File: src/rtl/conv_seq_pkg.sv
package conv_seq_pkg;

  localparam int unsigned NUM_UNITS = 5;
  localparam int unsigned U_WGT  = 0;
  localparam int unsigned U_BIAS = 1;
  localparam int unsigned U_FMAP = 2;
  localparam int unsigned U_CONV = 3;
  localparam int unsigned U_RES  = 4;

  typedef enum logic [2:0] {
    ST_IDLE = 3'd0,
    ST_LWB  = 3'd1,
    ST_LBB  = 3'd2,
    ST_LFB  = 3'd3,
    ST_CONV = 3'd4,
    ST_SRB  = 3'd5
  } seq_state_e;

  typedef struct packed {
    logic pad;
    logic bias;
    logic pool;
  } func_bits_t;

  function automatic seq_state_e unit_state(int unsigned u);
    case (u)
      U_WGT:   return ST_LWB;
      U_BIAS:  return ST_LBB;
      U_FMAP:  return ST_LFB;
      U_CONV:  return ST_CONV;
      default: return ST_SRB;
    endcase
  endfunction

endpackage

File: src/rtl/seq_counter.sv
module seq_counter #(
  parameter int unsigned W = 4
) (
  input  logic         clk_i,
  input  logic         rst_ni,
  input  logic         clr_i,
  input  logic         inc_i,
  input  logic [W-1:0] limit_i,
  output logic         last_o
);
  logic [W-1:0] cnt_q;

  assign last_o = (cnt_q == limit_i);

  always_ff @(posedge clk_i or negedge rst_ni) begin
    if (!rst_ni)     cnt_q <= '0;
    else if (clr_i)  cnt_q <= '0;
    else if (inc_i)  cnt_q <= last_o ? '0 : cnt_q + 1'b1;
  end
endmodule

File: src/rtl/pool_max_unit.sv
module pool_max_unit #(
  parameter int unsigned DW = 16
) (
  input  logic          clk_i,
  input  logic          rst_ni,
  input  logic          init_i,
  input  logic          en_i,
  input  logic          valid_i,
  input  logic [DW-1:0] a_i,
  input  logic [DW-1:0] b_i,
  output logic [DW-1:0] max_o
);
  localparam logic [DW-1:0] MIN_VAL = {1'b1, {(DW-1){1'b0}}};

  logic [DW-1:0] pair_max;
  logic [DW-1:0] max_q;

  // first stage: larger of the pair
  assign pair_max = ($signed(a_i) > $signed(b_i)) ? a_i : b_i;
  assign max_o    = max_q;

  always_ff @(posedge clk_i or negedge rst_ni) begin
    if (!rst_ni) begin
      max_q <= MIN_VAL;
    end else if (init_i) begin
      max_q <= MIN_VAL;
    end else if (en_i && valid_i && ($signed(pair_max) > $signed(max_q))) begin
      max_q <= pair_max;
    end
  end
endmodule

File: src/rtl/conv_seq_fsm.sv
module conv_seq_fsm
  import conv_seq_pkg::*;
(
  input  logic                 clk_i,
  input  logic                 rst_ni,
  input  logic                 start_i,
  input  logic                 bias_on_i,
  input  logic [NUM_UNITS-1:0] done_i,
  input  logic                 ch_last_i,
  input  logic                 pass_last_i,
  input  logic                 band_last_i,
  input  logic                 wb_last_i,
  output logic [NUM_UNITS-1:0] en_o,
  output logic                 start_acc_o,
  output logic                 conv_step_o,
  output logic                 sweep_step_o,
  output logic                 res_step_o,
  output logic                 wb_step_o,
  output logic                 busy_o,
  output logic                 layer_done_o
);
  seq_state_e state_q, state_d;
  logic entry_q;
  logic layer_end;
  logic layer_done_q;
  logic [NUM_UNITS-1:0] acc;

  for (genvar u = 0; u < NUM_UNITS; u++) begin : g_unit
    assign en_o[u] = entry_q && (state_q == unit_state(u));
    assign acc[u]  = done_i[u] && (state_q == unit_state(u));
  end

  always_comb begin
    state_d   = state_q;
    layer_end = 1'b0;
    unique case (state_q)
      ST_IDLE: if (start_i) state_d = ST_LWB;
      ST_LWB:  if (acc[U_WGT]) state_d = bias_on_i ? ST_LBB : ST_LFB;
      ST_LBB:  if (acc[U_BIAS]) state_d = ST_LFB;
      ST_LFB:  if (acc[U_FMAP]) state_d = ST_CONV;
      ST_CONV: if (acc[U_CONV]) state_d = (ch_last_i && pass_last_i) ? ST_SRB : ST_LFB;
      ST_SRB: begin
        if (acc[U_RES]) begin
          if (!band_last_i)    state_d = ST_LFB;
          else if (!wb_last_i) state_d = ST_LWB;
          else begin
            state_d   = ST_IDLE;
            layer_end = 1'b1;
          end
        end
      end
      default: state_d = ST_IDLE;
    endcase
  end

  assign start_acc_o  = (state_q == ST_IDLE) && start_i;
  assign conv_step_o  = acc[U_CONV];
  assign sweep_step_o = acc[U_CONV] && ch_last_i;
  assign res_step_o   = acc[U_RES];
  assign wb_step_o    = acc[U_RES] && band_last_i;
  assign busy_o       = (state_q != ST_IDLE);
  assign layer_done_o = layer_done_q;

  always_ff @(posedge clk_i or negedge rst_ni) begin
    if (!rst_ni) begin
      state_q      <= ST_IDLE;
      entry_q      <= 1'b0;
      layer_done_q <= 1'b0;
    end else begin
      state_q      <= state_d;
      entry_q      <= (state_d != state_q) && (state_d != ST_IDLE);
      layer_done_q <= layer_end;
    end
  end
endmodule

File: src/rtl/conv_layer_seq.sv
module conv_layer_seq
  import conv_seq_pkg::*;
#(
  parameter int unsigned CH_W   = 4,
  parameter int unsigned BAND_W = 4,
  parameter int unsigned WB_W   = 4,
  parameter int unsigned DW     = 16
) (
  input  logic              clk_i,
  input  logic              rst_ni,
  input  logic              start_i,
  input  logic              cfg_pad_i,
  input  logic              cfg_bias_i,
  input  logic              cfg_pool_i,
  input  logic [CH_W-1:0]   cfg_ch_i,
  input  logic [BAND_W-1:0] cfg_band_i,
  input  logic [WB_W-1:0]   cfg_wblk_i,
  output logic              wgt_en_o,
  input  logic              wgt_done_i,
  output logic              bias_en_o,
  input  logic              bias_done_i,
  output logic              fmap_en_o,
  input  logic              fmap_done_i,
  output logic              fmap_pad_o,
  output logic              conv_en_o,
  input  logic              conv_done_i,
  output logic              res_en_o,
  input  logic              res_done_i,
  input  logic              pool_valid_i,
  input  logic [DW-1:0]     pool_a_i,
  input  logic [DW-1:0]     pool_b_i,
  output logic [DW-1:0]     pool_max_o,
  output logic              layer_done_o
);
  func_bits_t          func_q;
  logic                func_bias_q;
  logic [CH_W-1:0]     ch_lim_q;
  logic [BAND_W-1:0]   band_lim_q;
  logic [WB_W-1:0]     wb_lim_q;

  logic [NUM_UNITS-1:0] en_vec;
  logic [NUM_UNITS-1:0] done_vec;
  logic start_acc, conv_step, sweep_step, res_step, wb_step, busy;
  logic ch_last, pass_last, band_last, wb_last;

  assign done_vec = {res_done_i, conv_done_i, fmap_done_i, bias_done_i, wgt_done_i};
  assign {res_en_o, conv_en_o, fmap_en_o, bias_en_o, wgt_en_o} = en_vec;
  assign func_bias_q = func_q.bias;
  assign fmap_pad_o  = func_q.pad;

  always_ff @(posedge clk_i or negedge rst_ni) begin
    if (!rst_ni) begin
      func_q     <= '0;
      ch_lim_q   <= '0;
      band_lim_q <= '0;
      wb_lim_q   <= '0;
    end else if (start_acc) begin
      func_q     <= '{pad: cfg_pad_i, bias: cfg_bias_i, pool: cfg_pool_i};
      ch_lim_q   <= cfg_ch_i;
      band_lim_q <= cfg_band_i;
      wb_lim_q   <= cfg_wblk_i;
    end
  end

  conv_seq_fsm u_fsm (
    .clk_i        (clk_i),
    .rst_ni       (rst_ni),
    .start_i      (start_i),
    .bias_on_i    (func_q.bias),
    .done_i       (done_vec),
    .ch_last_i    (ch_last),
    .pass_last_i  (pass_last),
    .band_last_i  (band_last),
    .wb_last_i    (wb_last),
    .en_o         (en_vec),
    .start_acc_o  (start_acc),
    .conv_step_o  (conv_step),
    .sweep_step_o (sweep_step),
    .res_step_o   (res_step),
    .wb_step_o    (wb_step),
    .busy_o       (busy),
    .layer_done_o (layer_done_o)
  );

  seq_counter #(.W(CH_W)) u_ch_cnt (
    .clk_i(clk_i), .rst_ni(rst_ni), .clr_i(start_acc), .inc_i(conv_step),
    .limit_i(ch_lim_q), .last_o(ch_last)
  );

  // pooling needs two channel sweeps per band
  seq_counter #(.W(1)) u_pass_cnt (
    .clk_i(clk_i), .rst_ni(rst_ni), .clr_i(start_acc), .inc_i(sweep_step),
    .limit_i(func_q.pool), .last_o(pass_last)
  );

  seq_counter #(.W(BAND_W)) u_band_cnt (
    .clk_i(clk_i), .rst_ni(rst_ni), .clr_i(start_acc), .inc_i(res_step),
    .limit_i(band_lim_q), .last_o(band_last)
  );

  seq_counter #(.W(WB_W)) u_wb_cnt (
    .clk_i(clk_i), .rst_ni(rst_ni), .clr_i(start_acc), .inc_i(wb_step),
    .limit_i(wb_lim_q), .last_o(wb_last)
  );

  pool_max_unit #(.DW(DW)) u_pool (
    .clk_i   (clk_i),
    .rst_ni  (rst_ni),
    .init_i  (start_acc | res_step),
    .en_i    (func_q.pool & busy),
    .valid_i (pool_valid_i),
    .a_i     (pool_a_i),
    .b_i     (pool_b_i),
    .max_o   (pool_max_o)
  );
endmodule

File: config.mk
export PLATFORM = sky130hd
export DESIGN_NAME = conv_layer_seq
export DESIGN_NICKNAME = d
export VERILOG_FILES = /design/src/rtl/conv_seq_pkg.sv /design/src/rtl/seq_counter.sv /design/src/rtl/pool_max_unit.sv /design/src/rtl/conv_seq_fsm.sv /design/src/rtl/conv_layer_seq.sv
export SDC_FILE = /design/constraint.sdc
export NUM_CORES = 1
export LEC_CHECK = 0
export BUFFER_PORTS_ARGS = -buffer_cell sky130_fd_sc_hd__buf_4
export CAP_MARGIN = 25
export CELL_PAD_IN_SITES_DETAIL_PLACEMENT = 0
export CELL_PAD_IN_SITES_GLOBAL_PLACEMENT = 1
export CORE_ASPECT_RATIO = 0.8
export CORE_MARGIN = 2
export CORE_UTILIZATION = 30
export CTS_CLUSTER_SIZE = 10
export DETAILED_ROUTE_END_ITERATION = 6
export GPL_ROUTABILITY_DRIVEN = 0
export PLACE_DENSITY_LB_ADDON = 0.12
export SYNTH_ARGS = -nofsm -noshare
export SYNTH_HDL_FRONTEND = slang
export SYNTH_SLANG_ARGS = --single-unit
File: constraint.sdc
create_clock -name clk_i -period 6.8 [get_ports clk_i]
set_input_delay 0.34 -clock clk_i [delete_from_list [all_inputs] [get_ports clk_i]]
set_output_delay 0.34 -clock clk_i [all_outputs]
set_load 0.005 [all_outputs]
==> results of run 1 <==
-- cell type report --
cell class	instances	share of cell area
Timing Repair Buffer	78	0.134
Sequential cell	49	0.280
Tap cell	148	0.0423
Inverter	52	0.0446
Multi-Input combinational cell	275	0.466
Clock buffer	6	0.0294
Clock inverter	2	0.00343
-- metal layers --
metal  vias to the layer above  track usage  share of wire
li1                       1473            -              -
met1                      1327        0.205           0.53
met2                        41        0.208           0.42
met3                         8       0.0313          0.035
met4                         0       0.0282         0.0076
met5                         -            0              0
-- worst max path at each step --
stage | start | endpoint | slack (ns) | cells past startpoint
after floorplan | pool_b_i[13] | u_pool.max_o[10]$_DFFE_PN0P_ | 2.91 | 19
after global placement | pool_a_i[3] | u_pool.max_o[13]$_DFFE_PN0P_ | 2.05 | 17
after detailed placement | pool_a_i[13] | u_pool.max_o[13]$_DFFE_PN0P_ | 1.98 | 16
after CTS | pool_a_i[13] | u_pool.max_o[13]$_DFFE_PN0P_ | 2.29 | 16
after global routing | pool_a_i[13] | u_pool.max_o[12]$_DFFE_PN0P_ | 1.95 | 17
final | pool_a_i[13] | u_pool.max_o[13]$_DFFE_PN0P_ | 2.37 | 17
-- cells in the final DEF, fill, tap and decap left out, types with 2 or more instances in the layout --
cell | Yosys | routed
sky130_fd_sc_hd__a21oi_1 | 19 | 19
sky130_fd_sc_hd__and3_1 | 5 | 5
sky130_fd_sc_hd__buf_4 | 0 | 78
sky130_fd_sc_hd__clkbuf_16 | 0 | 5
sky130_fd_sc_hd__clkinvlp_4 | 0 | 2
sky130_fd_sc_hd__dfrtp_1 | 48 | 48
sky130_fd_sc_hd__ha_1 | 36 | 36
sky130_fd_sc_hd__inv_1 | 52 | 52
sky130_fd_sc_hd__mux2i_1 | 15 | 15
sky130_fd_sc_hd__nand2_1 | 74 | 74
sky130_fd_sc_hd__nand2b_1 | 3 | 3
sky130_fd_sc_hd__nand3_1 | 12 | 12
sky130_fd_sc_hd__nand4_1 | 7 | 7
sky130_fd_sc_hd__nor2_1 | 16 | 16
sky130_fd_sc_hd__nor2b_1 | 2 | 2
sky130_fd_sc_hd__nor3_1 | 3 | 3
sky130_fd_sc_hd__nor4_1 | 2 | 2
sky130_fd_sc_hd__nor4_4 | 2 | 2
sky130_fd_sc_hd__o211ai_1 | 3 | 3
sky130_fd_sc_hd__o21ai_0 | 7 | 7
sky130_fd_sc_hd__o22ai_1 | 2 | 2
sky130_fd_sc_hd__o2bb2ai_1 | 5 | 5
sky130_fd_sc_hd__o2bb2ai_2 | 10 | 10
sky130_fd_sc_hd__o31ai_1 | 2 | 2
sky130_fd_sc_hd__xnor2_1 | 6 | 6
sky130_fd_sc_hd__xor2_1 | 10 | 10
-- worst max-delay path: cells and delay by family --
kind / cells / cell delay [ns]
AO/OA/AOI/OAI: 8 / 1.90
adder cells (fa/ha/maj): 2 / 0.63
buffers and inverters: 2 / 0.19
multiplexers: 2 / 0.59
AND/OR/NAND/NOR: 3 / 0.97
-- cells by family (layout without fill, tap and decap cells) --
family / count (synthesis) / in the layout / share of synthesized area
and+or+nand+nor: 141 / 141 / 0.204
AOI/OAI and AO/OA: 65 / 65 / 0.157
buffers and inverters: 63 / 138 / 0.0747
DFF: 49 / 49 / 0.347
adders and majority gates: 36 / 36 / 0.127
muxes: 17 / 17 / 0.0506
xor gates and xnor gates: 16 / 16 / 0.0397
-- metrics by stage --
| step | total power [uW] | utilization | hold slack, ns |
|---|---|---|---|
| 2_1_floorplan | 885 | - | 0.0444 |
| 3_3_place_gp | 1060 | 0.368 | 0.433 |
| 3_5_place_dp | 1060 | 0.368 | 0.429 |
| 4_1_cts | 1320 | 0.380 | 0.114 |
| 5_1_grt | 1410 | 0.380 | 0.132 |
| 6_report | 1300 | 0.380 | 0.0803 |
-- sequential cells by signal (all words and copies together) (netlist names) --
name	flops
ch_lim_q	4
wb_lim_q	4
u_ch_cnt.cnt_q	4
u_band_cnt.cnt_q	4
func_q	1
u_wb_cnt.cnt_q	4
band_lim_q	4
fmap_pad_o	1
u_fsm.entry_q	1
u_pool.max_o	16
u_pass_cnt.cnt_q	1
u_fsm.state_q	3
func_bias_q	1
u_fsm.layer_done_o	1
-- where the power goes --
part	leakage, uW	total, uW	internal [uW]	switching, uW
combinational	0.00149	583	264	319
sequential	0.000645	467	375	92.0
clock	0.0000631	246	137	110
total	0.00219	1300	776	521
==> results.md, run 1 <==
- The largest stage delay on the critical path is 0.70 ns.
- Once the clock tree was built, the resizer swapped 0 gates to a different size.
- In this run the static leakage power is 0.00219 uW.
- VDD sags by at most 0.119 mV.
- In the global route stage, overall resource usage came out at 0.139.
- The number of ports placed on the die boundary is 79.
- Entering global routing, the biggest net connects 50 pins.
- 0 antenna diodes ended up in the layout.
- Using the TritonRoute via totals, the vias-per-cell ratio works out to 4.67.
- Buffers inserted during clock tree synthesis total 5.
- The first global-routing pass estimated 14200 um of wire.
- The capture point of the worst reg-to-reg path is u_pool.max_o[13]$_DFFE_PN0P_.
- The CTS root buffer is sky130_fd_sc_hd__clkbuf_16.
- The initial antenna violation count was 0.
- The area growth from synthesis to layout is 23.9%.
- The synthesized netlist net count is between 400 and 500.
- The total wire length is ~8500 um.
- The cell with the largest stage delay on the worst path is sky130_fd_sc_hd__nor3_4.
- The layout net count is 553.
- The maximum clock frequency is 0.226 GHz.
- The number of buffers on the longest clock path is 2.
- The via count of the routed design is around 2.8k.
- The classification of the worst setup path is in2reg.
- The detail route stage leaves a number of antenna-violating nets equal to 0.
- The run finished with clean final reports.
- Dividing the final minimum period by the clock period gives 0.652.
- In this run the vertical extent of the chip is 101 um.
- The worst register-to-register path has a depth of 8.
- Traced cell by cell, the critical path runs through buf_4 > ha_1 > a21oi_1 > o21ai_1 > a311oi_2 > nand3_1 > o211ai_4 > mux2i_1 > inv_1 > ha_1 > nand3_1 > o221ai_2 > a221oi_2 > o211ai_2 > mux2i_2 > nor3_4 > o2bb2ai_1.
- The netlist uses between 60 and 70 different library cells.
- Clock-pin slew was measured on the worst setup and hold paths at 0.07 ns.
- The post-synthesis instance total is 387.
- For flop-to-flop paths, the worst setup slack is 4.00 ns.
- The capturing element type of the critical path is a flip-flop.
- The die covers 12700 um2.
- STA classifies the critical path startpoint as an input pin.
- For this design the ratio of total power to cell area is around 300 nW/um2.
- The average size of a mapped cell is between 9 and 10 um2.
- The number of maximum-capacitance violations is 0.
- Data on the critical path arrives at its endpoint at around 4.6 ns.
- Summing all multi-input logic gate instances after layout gives around 2000 um2.
- The layout has 1218 filler cells.
- After detailed routing, the average wire length per cell comes to 13.9 um.
- The max-slew violation total from the final report is 0.
- The total grt overflow is 0.
- The number of rows created at floorplan is 35.
- The detailed-route DRC error count is 0.
- The count of final hold-check violations came to 0.
- The number of enable flip-flop cells after synthesis is 0.
- The first-iteration detailed-routing DRC count is 90.
- After synthesis, the cell types taking the most area are sky130_fd_sc_hd__dfrtp_1, sky130_fd_sc_hd__ha_1, sky130_fd_sc_hd__nand2_1, sky130_fd_sc_hd__inv_1, sky130_fd_sc_hd__mux2i_1.
- The register area is approximately 1200 um2.
- The worst setup slack after layout is 2.37 ns.
- Yosys printed 0 warnings.
- The count of buffers added by post-CTS timing repair for setup is 0.
- The via count of the first global-routing pass is 2839.
- In this run the critical register-to-register path is launched from u_pool.max_o[15]$_DFFE_PN1P_.
- By count the netlist is led by sky130_fd_sc_hd__nand2_1, sky130_fd_sc_hd__inv_1, sky130_fd_sc_hd__dfrtp_1.
- The pre-CTS setup slack is 1.98 ns.
- The core area is 11500 um2.
- sky130_fd_sc_hd__nand2_1 is the most common cell in the netlist.
- In the final timing run, aggregate negative setup slack is 0 ns.
- The top cell type by total area after synthesis is sky130_fd_sc_hd__dfrtp_1.
- The maximum fanout along the worst path is 16.
- In the synthesized netlist the async set-or-reset flop fraction comes to 1.00.
- Setup repair after global routing left no endpoint under its margin.
- The placed cell count is 602.
- The number of optimization iterations in the first detailed-route pass is 4.
- The flip-flop cell with the highest count after synthesis is sky130_fd_sc_hd__dfrtp_1.
- The H-tree generated during clock tree synthesis spans 2 levels.
- Buffers inserted to repair hold after CTS numbered 0.
- TritonCTS built the clock tree.
- The share of final-layout standard cells stronger than drive strength 1 is 0.245.
- The worst min-delay path category is in2async.
- The total placed instance area is 4240 um2.
- The summed instance area of the synthesized netlist is 3530 um2.
- The tightest slew margin relative to the limit is 0.365.
- Counting every sink on the clock net gives 49.
- The initial utilization of the core area, before any placement, comes to 0.307.
- After legalization and detailed placement, the total HPWL measured 6660 um.
- For the finished layout, the period the worst path requires is 4.43 ns.
- The die is about 130 um wide.
- The area share of the leading cell type in the synthesized netlist is 0.340.
- Buffers placed on the I/O ports in this run total 78.
- For this run, the number of standard cells in the final layout without fillers is 610.
- At the pin with the least slew margin, the transition time is 0.952 ns.
- Clock skew on the completed layout was measured at about 0.0033 ns.
- The count of endpoints failing setup in the final report is 0.
- Of the synthesized area, sequential elements account for 0.347.
- Data on the critical path is required at its endpoint by 7.01 ns.
- The number of synthesized register bits is 49.
- The finished cells cover 4380 um2.
- The clock reaches the later pin of the worst-skew pair after between 0.2 and 0.3 ns.
Power figures use the tool's default switching activity.
==> run 2, diff against run 1 <==
- ABC_AREA: unset -> 1
- clock period: 6.8 -> 3.6 ns (I/O delays scaled with it)
==> run 2 against run 1 <==
First-iteration DRC count up 28%. Synthesized area is 3.6% higher. Sequential share of layout area fell by 1.5 points. Die area is 3.4% higher. Wire length is 11% higher. Cell count is 22% higher. Combinational power is 120% higher. Clock skew rose by 0.0063 ns. Total power up 110%. Sequential cell count did not move. Largest cell class unchanged. Largest power group unchanged.
==> results.md, run 2 <==
- Outcome: completed (unchanged).
- The initial antenna violation count is 0 (unchanged).
- The number of buffers on the longest clock path is 2 (unchanged).
- The sum of buffers and inverters on the critical path is 3 (was 2).
- The startpoint of the worst hold path is cfg_band_i[1].
- The max-slew violation total from the final report is 0 (unchanged).
- The CTS root buffer is sky130_fd_sc_hd__clkbuf_16 (unchanged).
- The maximum ir drop on the vdd rail is 0.209 mV (was 0.119 mV).
- The routed via count divided by cell count is 4.55 (was 4.67).
- The top cell type by total area after synthesis is sky130_fd_sc_hd__dfrtp_1 (unchanged).
- The flip-flop count of the largest register after layout is 16 (unchanged).
- The wire length per cell after detailed routing came to 12.7 um (was 13.9 um).
- The switching part of the total came to 0.417 (was 0.402).
- The die span in y is 103 um (was 101 um).
- The critical path data arrival time is 3.38 ns (was 4.64 ns).
- The number of rows created at floorplan is 36 (was 35).
- The fraction of the yosys area taken by sequential cells is 0.335 (was 0.347).
- Commonest cells after routing, fill and taps aside: sky130_fd_sc_hd__nand2_1, sky130_fd_sc_hd__buf_4, sky130_fd_sc_hd__inv_1 (was sky130_fd_sc_hd__buf_4, sky130_fd_sc_hd__nand2_1, sky130_fd_sc_hd__inv_1).
- The capture point of the worst reg-to-reg path is u_pool.max_o[2]$_DFFE_PN0P_ (was u_pool.max_o[13]$_DFFE_PN0P_).
- The number of maximum-capacitance violations is 0 (unchanged).
- The worst min-delay path category is in2reg (was in2async).
- The maximum fanout along the worst path is 16 (unchanged).
- The count of antenna diodes in the layout was 0 (unchanged).
- The tightest slew margin relative to the limit was 0.549 (was 0.365).
- The core utilization of the finished layout is 0.384 (was 0.380).
- The flip-flop cell with the highest count after synthesis is sky130_fd_sc_hd__dfrtp_1 (unchanged).
- The depth of the worst register-to-register path came to 14 (was 8).
- The layout net count came to 682 (was 553).
- The first-pass GRT wire length came to 15900 um (was 14200 um).
- The detailed-route DRC error count is 0 (unchanged).
- The area growth from synthesis to layout was 26.3% (was 23.9%).
- Cell types with the highest counts after synthesis: sky130_fd_sc_hd__nand2_1, sky130_fd_sc_hd__inv_1, sky130_fd_sc_hd__dfrtp_1 (unchanged).
- The count of different cell masters after synthesis was 35 (was 62).
- The insertion delay to the later sink of the worst-skew pair was 0.30 ns (was 0.29 ns).
- The classification of the worst setup path is in2reg (unchanged).
- The slack of the worst reg-to-reg path was 1.34 ns (was 4.00 ns).
- Dividing the final minimum period by the clock period gives 0.877.
- The simple-gate share of the synthesized area came to 0.346 (was 0.204).
- The cell with the largest stage delay on the worst path is sky130_fd_sc_hd__ha_1 (was sky130_fd_sc_hd__nor3_4).
- The reported leakage power is 0.00261 uW (was 0.00219 uW).
- The area of the die is 13100 um2 (was 12700 um2).
- The most common cell after layout, fill and taps aside is sky130_fd_sc_hd__nand2_1 (was sky130_fd_sc_hd__buf_4).
- The reg-to-reg critical path startpoint is u_pool.max_o[15]$_DFFE_PN1P_ (unchanged).
- The cell-internal power is 1600 uW (was 776 uW).
- The multiplexer share of the synthesized area is 0 (was 0.0506).
- The slew at the pin with the worst max-slew slack is 0.677 ns (was 0.952 ns).
- The number of buffers added by the clock tree synthesis step is 5 (unchanged).
- The critical path data required time is 3.83 ns (was 7.01 ns).
- The via count of the routed design is 3382 (was 2849).
- The number of optimization iterations in the first detailed-route pass is 4 (unchanged).
- The die extent in x is 127 um (was 125 um).
- Critical Path, Cell by Cell: buf_4 > ha_1 > a21oi_1 > o21bai_1 > nor2_1 > nand3_2 > nand3_2 > nand2_1 > nand2_1 > inv_1 > ha_1 > nand2_1 > nor2_2 > nand2_1 > nor2_2 > nand2_1 > nand3_1 > nand2_1 > nand3_2 > nand2_1 > inv_2 > nand2_1 > nand2_1 (was buf_4 > ha_1 > a21oi_1 > o21ai_1 > a311oi_2 > nand3_1 > o211ai_4 > mux2i_1 > inv_1 > ha_1 > nand3_1 > o221ai_2 > a221oi_2 > o211ai_2 > mux2i_2 > nor3_4 > o2bb2ai_1).
- The share of final-layout standard cells stronger than drive strength 1 is 0.190 (was 0.245).
- The post-synthesis async set-or-reset flop share is 1.00 (unchanged).
- The final-layout setup total negative slack is 0 ns (unchanged).
- The average size of a mapped cell is 7.22 um2 (was 9.13 um2).
- The TritonCTS clock tree is built (unchanged).
- Subtracting the final worst setup slack from the clock period gives 3.16 ns.
- The maximum clock frequency is 0.317 GHz.
- The library cell appearing most often on the critical path is sky130_fd_sc_hd__nand2_1.
- The part of the total power dissipated in the clock network came to 0.207 (was 0.190).
- The post-synthesis instance total came to 507 (was 387).
- The number of routed nets with antenna violations is 0 (unchanged).
- The post-detailed-placement half-perimeter wirelength is 7350 um (was 6660 um).
- The number of ports placed on the die boundary is 79 (unchanged).
- The power density normalized to cell area is 595 nW/um2 (was 296 nW/um2).
- The worst setup slack after layout is 0.444 ns (was 2.37 ns).
- The all-layer global routing usage came to 0.152 (was 0.139).
- The hold path endpoint is band_lim_q[1]$_DFFE_PN0P_.
- The number of enable flip-flop cells after synthesis is 0 (unchanged).
- The area share of xor/xnor cells in the synthesized design is 0.0311 (was 0.0397).
- The synthesized netlist net count is 599 (was 479).
- The number of warnings reported in the yosys synthesis log was 0 (unchanged).
- The part of the power in registers came to 0.324 (was 0.360).
- The capturing element type of the critical path is a flip-flop (unchanged).
- The part of the power in combinational logic is 0.469 (was 0.450).
- The number of synthesized register bits came to 49 (unchanged).
- The dominant delay contributor by cell family on the critical path is simple AND/OR/NAND/NOR gates (was compound AO/OA/AOI/OAI gates).
- The most frequent cell after synthesis is sky130_fd_sc_hd__nand2_1 (unchanged).
- The largest family of logic cells by synthesized area was simple AND/OR/NAND/NOR gates (unchanged).
- The count of final hold-check violations is 0 (unchanged).
- The effective utilization at floorplan was 0.304 (was 0.307).
- The area share of the leading cell type in the synthesized netlist is 0.328 (was 0.340).
- The first-iteration detailed-routing DRC count is 115 (was 90).
- Setup repair after global routing missed its margin: no (unchanged).
- The worst setup skew after layout is 0.00966 ns (was 0.00334 ns).
- The pre-CTS setup slack came to 0.0400 ns (was 1.98 ns).
- Ranking of synthesized cells by area: sky130_fd_sc_hd__dfrtp_1, sky130_fd_sc_hd__nand2_1, sky130_fd_sc_hd__ha_1, sky130_fd_sc_hd__inv_1, sky130_fd_sc_hd__nand3_1 (was sky130_fd_sc_hd__dfrtp_1, sky130_fd_sc_hd__ha_1, sky130_fd_sc_hd__nand2_1, sky130_fd_sc_hd__inv_1, sky130_fd_sc_hd__mux2i_1).
- The type of origin of the critical path is an input pin (unchanged).
- The switching power total is 1150 uW (was 521 uW).
- The adder-cell share of the synthesized area came to 0.123 (was 0.127).
- The total grt overflow is 0 (unchanged).
- The clock sink count was 49 (unchanged).
- The largest net degree at the start of global routing is 50 (unchanged).
- The core area is 12000 um2 (was 11500 um2).
- The number of cells upsized or downsized after cts came to 0 (unchanged).
- The number of buffers inserted by port buffering came to 78 (unchanged).
- The clock-pin slew on the worst setup and hold paths was 0.07 ns (about the same).
- The summed instance area of the synthesized netlist came to 3660 um2 (was 3530 um2).
- The count of endpoints failing setup in the final report is 0 (unchanged).
- The post-synthesis compound-gate area fraction is 0.0602 (was 0.157).
- The deepest level of the CTS H-tree is 2 (unchanged).
- The total wire length was 9420 um (was 8500 um).
- The via count of the first global-routing pass is 3339 (was 2839).
- Counting instances, the worst hold path has a depth of 3.
- The largest stage delay on the critical path is 0.32 ns (was 0.70 ns).
[run 2: cell count changes in the layout (fill, tap and decap cells not counted), sizes merged, moves of 4 or more]
cell and change:
a21oi +4, o211ai -5, inv +32, nand4 +13, and3 -5, mux2i -16
o2bb2ai -15, and2 +13, xnor2 -6, nand2 +83, nand3 +33, buf +7
nor2 +12
[run 2: kinds of logic after synthesis]
kind of cell | Yosys count
buffers and inverters | 94
XOR/XNOR | 13
flip-flops | 49
AND/OR/NAND/NOR | 275
adder cells (fa/ha/maj) | 36
AO/OA/AOI/OAI | 40
[run 2: timing repair]
action,CTS,global route
hold buffers,1,0
endpoints found under the hold margin,48,0
setup buffers,0,2
endpoints found under the setup margin,0,13
[run 2: layout make-up]
cell class / count / area (um2)
Clock buffer: 6 / 139
Multi-Input combinational cell: 364 / 2050
Inverter: 84 / 315
Fill cell: 1277 / 7410
Timing Repair Buffer: 86 / 661
Clock inverter: 2 / 37.5
Sequential cell: 49 / 1230
Tap cell: 152 / 190
[run 2: metrics by stage]
stage	cells	area (um2)	hold WS (ns)	total power, uW
after global routing	743	4620	0.0674	3040
after detailed placement	732	4410	0.273	2190
after global placement	732	4410	0.268	2180
after floorplan	507	3660	-0.116	1780
final	743	4620	0.0734	2750
after CTS	741	4590	0.0652	2780
[run 2: per-layer routing]
| metal | vias up | part of all wire | track usage |
|---|---|---|---|
| met3 | 5 | 0.043 | 0.0301 |
| met4 | 0 | 0.0063 | 0.0347 |
| met1 | 1528 | 0.52 | 0.217 |
| met5 | - | 0 | 0 |
| li1 | 1785 | - | - |
| met2 | 64 | 0.43 | 0.239 |
[run 2: power groups by stage]
stage	combinational, uW	clock [uW]	sequential, uW
after global placement	1280	0	898
after floorplan	925	0	854
after global routing	1510	615	913
after detailed placement	1290	0	900
after CTS	1300	589	890
final	1290	568	891
[run 2: how the worst max path moves through the flow]
stage                       from                           end  slack, ns  depth (start not counted)
detailed placement  pool_b_i[13]   u_pool.max_o[9]$_DFFE_PN0P_       0.04                         22
CTS                 pool_b_i[13]   u_pool.max_o[1]$_DFFE_PN0P_       0.34                         22
floorplan            pool_b_i[7]  u_pool.max_o[10]$_DFFE_PN0P_       0.73                         25
global route        pool_b_i[10]  u_pool.max_o[12]$_DFFE_PN0P_       0.04                         25
finish              pool_a_i[13]   u_pool.max_o[2]$_DFFE_PN0P_       0.44                         23
global placement    pool_b_i[13]   u_pool.max_o[6]$_DFFE_PN0P_       0.12                         21
[run 2: tightest hold or removal path: cells and delay by family]
family / cells / cell delay [ns]
buffers and inverters: 1 / 0.07
AND/OR/NAND/NOR: 2 / 0.09
==> run 3, diff against run 2 <==
- clock period: 3.6 -> 2.7 ns (I/O delays scaled with it)
==> run 3 against run 2 <==
The flow now finishes with violations (negative setup slack). Wire length increased by 9.7%. Via count increased by 10%. Global-route usage increased by 0.76 points. Clock power increased by 9.3%. Cell count increased by 9.7%. Cell area increased by 23%. Hold slack got worse by 0.038 ns. Die area unchanged. Core utilization increased by 8.8 points. First-iteration DRC count increased by 17%. Critical endpoint is now u_pool.max_o[14]$_DFFE_PN0P_.
==> results.md, run 3 (synthesized netlist as in run 2, its figures left out) <==
- Outcome: complete, but fails checks (was completed).
- The checks that failed: negative setup slack.
- The length of routed met3 wiring is 407 um (was 409 um).
- The classification of the worst setup path was in2reg (unchanged).
- The core utilization of the finished layout was 0.472 (was 0.384).
- The insertion delay to the later sink of the worst-skew pair is 0.29 ns (was 0.30 ns).
- The critical path data arrival time is 3.11 ns (was 3.38 ns).
- The die span in y is 103 um (unchanged).
- The routed via count divided by cell count is 4.57 (was 4.55).
- The count of endpoints failing setup in the final report is 16 (was 0).
- The number of routed nets with antenna violations is 0 (unchanged).
- The largest stage delay on the critical path is 0.29 ns (was 0.32 ns).
- The count of antenna diodes in the layout is 0 (unchanged).
- The reported leakage power is 0.00301 uW (was 0.00261 uW).
- Critical Path, Cell by Cell: buf_6 > ha_4 > nand4_1 > nor2_4 > nand2_2 > nand3_4 > buf_12 > nand4_1 > and2_1 > ha_1 > nand2_2 > nor2_4 > nand2_2 > nor2_2 > nand2_1 > nand4_1 > nand3_4 > nor2_4 > clkbuf_16 > nand3_1 > nand2_1 (was buf_4 > ha_1 > a21oi_1 > o21bai_1 > nor2_1 > nand3_2 > nand3_2 > nand2_1 > nand2_1 > inv_1 > ha_1 > nand2_1 > nor2_2 > nand2_1 > nor2_2 > nand2_1 > nand3_1 > nand2_1 > nand3_2 > nand2_1 > inv_2 > nand2_1 > nand2_1).
- The tightest slew margin relative to the limit came to 0.558 (was 0.549).
- The top metal layer carrying routed signals is met4 (unchanged).
- The area of the die is 13100 um2 (unchanged).
- The flip-flop count of the largest register after layout is 16 (unchanged).
- The initial antenna violation count came to 0 (unchanged).
- The startpoint of the worst hold path is cfg_wblk_i[2] (was cfg_band_i[1]).
- The depth of the worst register-to-register path is 13 (was 14).
- The area growth from synthesis to layout was 55.1% (was 26.3%).
- The share of final-layout standard cells stronger than drive strength 1 came to 0.376 (was 0.190).
- The critical path data required time came to 2.93 ns (was 3.83 ns).
- The hold path endpoint is wb_lim_q[2]$_DFFE_PN0P_ (was band_lim_q[1]$_DFFE_PN0P_).
- The wire length per cell after detailed routing is 12.7 um (about the same).
- The layout net count is 754 (was 682).
- The number of buffers added by the clock tree synthesis step is 5 (unchanged).
- The slew at the pin with the worst max-slew slack is 0.663 ns (was 0.677 ns).
- The worst setup skew after layout was 0.00566 ns (was 0.00966 ns).
- The total grt overflow is 0 (unchanged).
- The max-slew violation total from the final report was 0 (unchanged).
- The largest net degree at the start of global routing came to 50 (unchanged).
- The number of buffers inserted by port buffering came to 78 (unchanged).
- The slack of the worst reg-to-reg path is 0.54 ns (was 1.34 ns).
- The via count of the first global-routing pass is 3635 (was 3339).
- The number of optimization iterations in the first detailed-route pass was 4 (unchanged).
- The number of maximum-capacitance violations came to 0 (unchanged).
- The number of ports placed on the die boundary is 79 (unchanged).
- The clock sink count is 49 (unchanged).
- The post-detailed-placement half-perimeter wirelength is 7620 um (was 7350 um).
- The CTS root buffer was sky130_fd_sc_hd__clkbuf_16 (unchanged).
- The switching part of the total is 0.424 (was 0.417).
- The sum of internal, switching and leakage power came to 3960 uW (was 2750 uW).
- The TritonCTS clock tree is built (unchanged).
- The capture point of the worst reg-to-reg path is u_pool.max_o[14]$_DFFE_PN0P_ (was u_pool.max_o[2]$_DFFE_PN0P_).
- The worst min-delay path category is in2reg (unchanged).
- The cell-internal power is 2280 uW (was 1600 uW).
- The number of buffers on the longest clock path is 2 (unchanged).
- The power density normalized to cell area came to 698 nW/um2 (was 595 nW/um2).
- The part of the total power dissipated in the clock network was 0.157 (was 0.207).
- The first-pass GRT wire length came to 16900 um (was 15900 um).
- The clock-pin slew on the worst setup and hold paths came to 0.06 ns (was 0.07 ns).
- The detailed-route DRC error count is 0 (unchanged).
- The amount of wire on met2 after detailed routing came to 4560 um (was 4030 um).
- The cell with the largest stage delay on the worst path was sky130_fd_sc_hd__ha_1 (unchanged).
- The most common cell after layout, fill and taps aside was sky130_fd_sc_hd__nand2_1 (unchanged).
- The capturing element type of the critical path is a flip-flop (unchanged).
- Commonest cells after routing, fill and taps aside: sky130_fd_sc_hd__nand2_1, sky130_fd_sc_hd__buf_4, sky130_fd_sc_hd__inv_1 (unchanged).
- The part of the power in combinational logic came to 0.544 (was 0.469).
- The wire length on met1 is 5280 um (was 4930 um).
- The count of final hold-check violations is 0 (unchanged).
- The first-iteration detailed-routing DRC count is 134 (was 115).
- Setup repair after global routing missed its margin: yes (was no).
- The all-layer global routing usage is 0.159 (was 0.152).
- The maximum fanout along the worst path is 8 (was 16).
- Of the available clock period, the critical path in the final layout requires 1.07.
- The effective utilization at floorplan came to 0.304 (unchanged).
- The maximum ir drop on the vdd rail came to 0.293 mV (was 0.209 mV).
- The deepest level of the CTS H-tree is 2 (unchanged).
- The worst hold path depth is 3 (unchanged).
- The die extent in x is 127 um (unchanged).
- The number of rows created at floorplan came to 36 (unchanged).
- The maximum clock frequency is 0.347 GHz.
- The switching power total is 1680 uW (was 1150 uW).
- The total wire length is 10300 um (was 9420 um).
- The clock period minus final worst setup slack is around 2.9 ns.
- The worst setup slack after layout came to -0.178 ns (was 0.444 ns).
- The core area was 12000 um2 (unchanged).
- The reg-to-reg critical path startpoint is u_pool.max_o[15]$_DFFE_PN1P_ (unchanged).
- The via count of the routed design is 3725 (was 3382).
- The part of the power in registers is 0.299 (was 0.324).
- The type of origin of the critical path was an input pin (unchanged).
-- run 3: layer usage --
| layer | GRT usage | vias to the layer above |
|---|---|---|
| li1 | - | 1932 |
| met1 | 0.230 | 1726 |
| met2 | 0.252 | 59 |
| met3 | 0.0296 | 8 |
| met4 | 0.0304 | 0 |
| met5 | 0 | - |
-- run 3: worst max-delay path by stage --
stage	startpoint	cells past startpoint	end
after floorplan	pool_b_i[11]	24	u_pool.max_o[3]$_DFFE_PN0P_
after global placement	pool_b_i[13]	24	u_pool.max_o[13]$_DFFE_PN0P_
after detailed placement	pool_a_i[15]	24	u_pool.max_o[9]$_DFFE_PN0P_
after CTS	pool_b_i[15]	22	u_pool.max_o[13]$_DFFE_PN0P_
after global routing	pool_b_i[14]	21	u_pool.max_o[1]$_DFFE_PN0P_
final	pool_a_i[14]	21	u_pool.max_o[14]$_DFFE_PN0P_
-- run 3: timing repair --
action,in CTS,in global routing
gates cloned,1,1
hold buffers,1,0
hold endpoints to repair,48,0
buffers inserted,18,6
endpoints found under the setup margin,16,16
gates resized for setup,28,46
pin swaps,5,29
-- run 3: stage by stage --
| step | instance area, um2 | TNS (ns) | hold WS, ns | setup WS (ns) | cells |
|---|---|---|---|---|---|
| after global routing | 5680 | -5.64 | 0.0325 | -0.371 | 815 |
| after detailed placement | 4950 | -8.89 | 0.222 | -0.572 | 780 |
| after CTS | 5370 | -1.41 | 0.0286 | -0.0973 | 808 |
| final | 5680 | -2.48 | 0.0353 | -0.178 | 815 |
| after global placement | 4950 | -7.94 | 0.218 | -0.506 | 780 |
| after floorplan | 3800 | -0.688 | -0.161 | -0.0663 | 507 |
-- run 3: worst max-delay path, delay by kind of cell --
kind | cells | cell delay, ns
simple gates | 16 | 2.00
buf+inv | 3 | 0.42
fa+ha+maj | 2 | 0.55
-- run 3: area by class of cell --
cell class                 instances  area (um2)
fill                            1210        6350
multi-input combinational        365        2470
timing repair buffer             157        1300
sequential                        49        1230
inverter                          84         350
tap                              152         190
clock buffer                       6         129
clock inverter                     2        10.0
-- run 3: power by group through the flow --
stage | Sequential [uW] | Combinational [uW] | Clock (uW)
3_5_place_dp | 1200 | 1880 | 0
4_1_cts | 1190 | 1970 | 647
3_3_place_gp | 1200 | 1860 | 0
5_1_grt | 1220 | 2440 | 678
6_report | 1190 | 2150 | 621
2_1_floorplan | 1140 | 1260 | 0
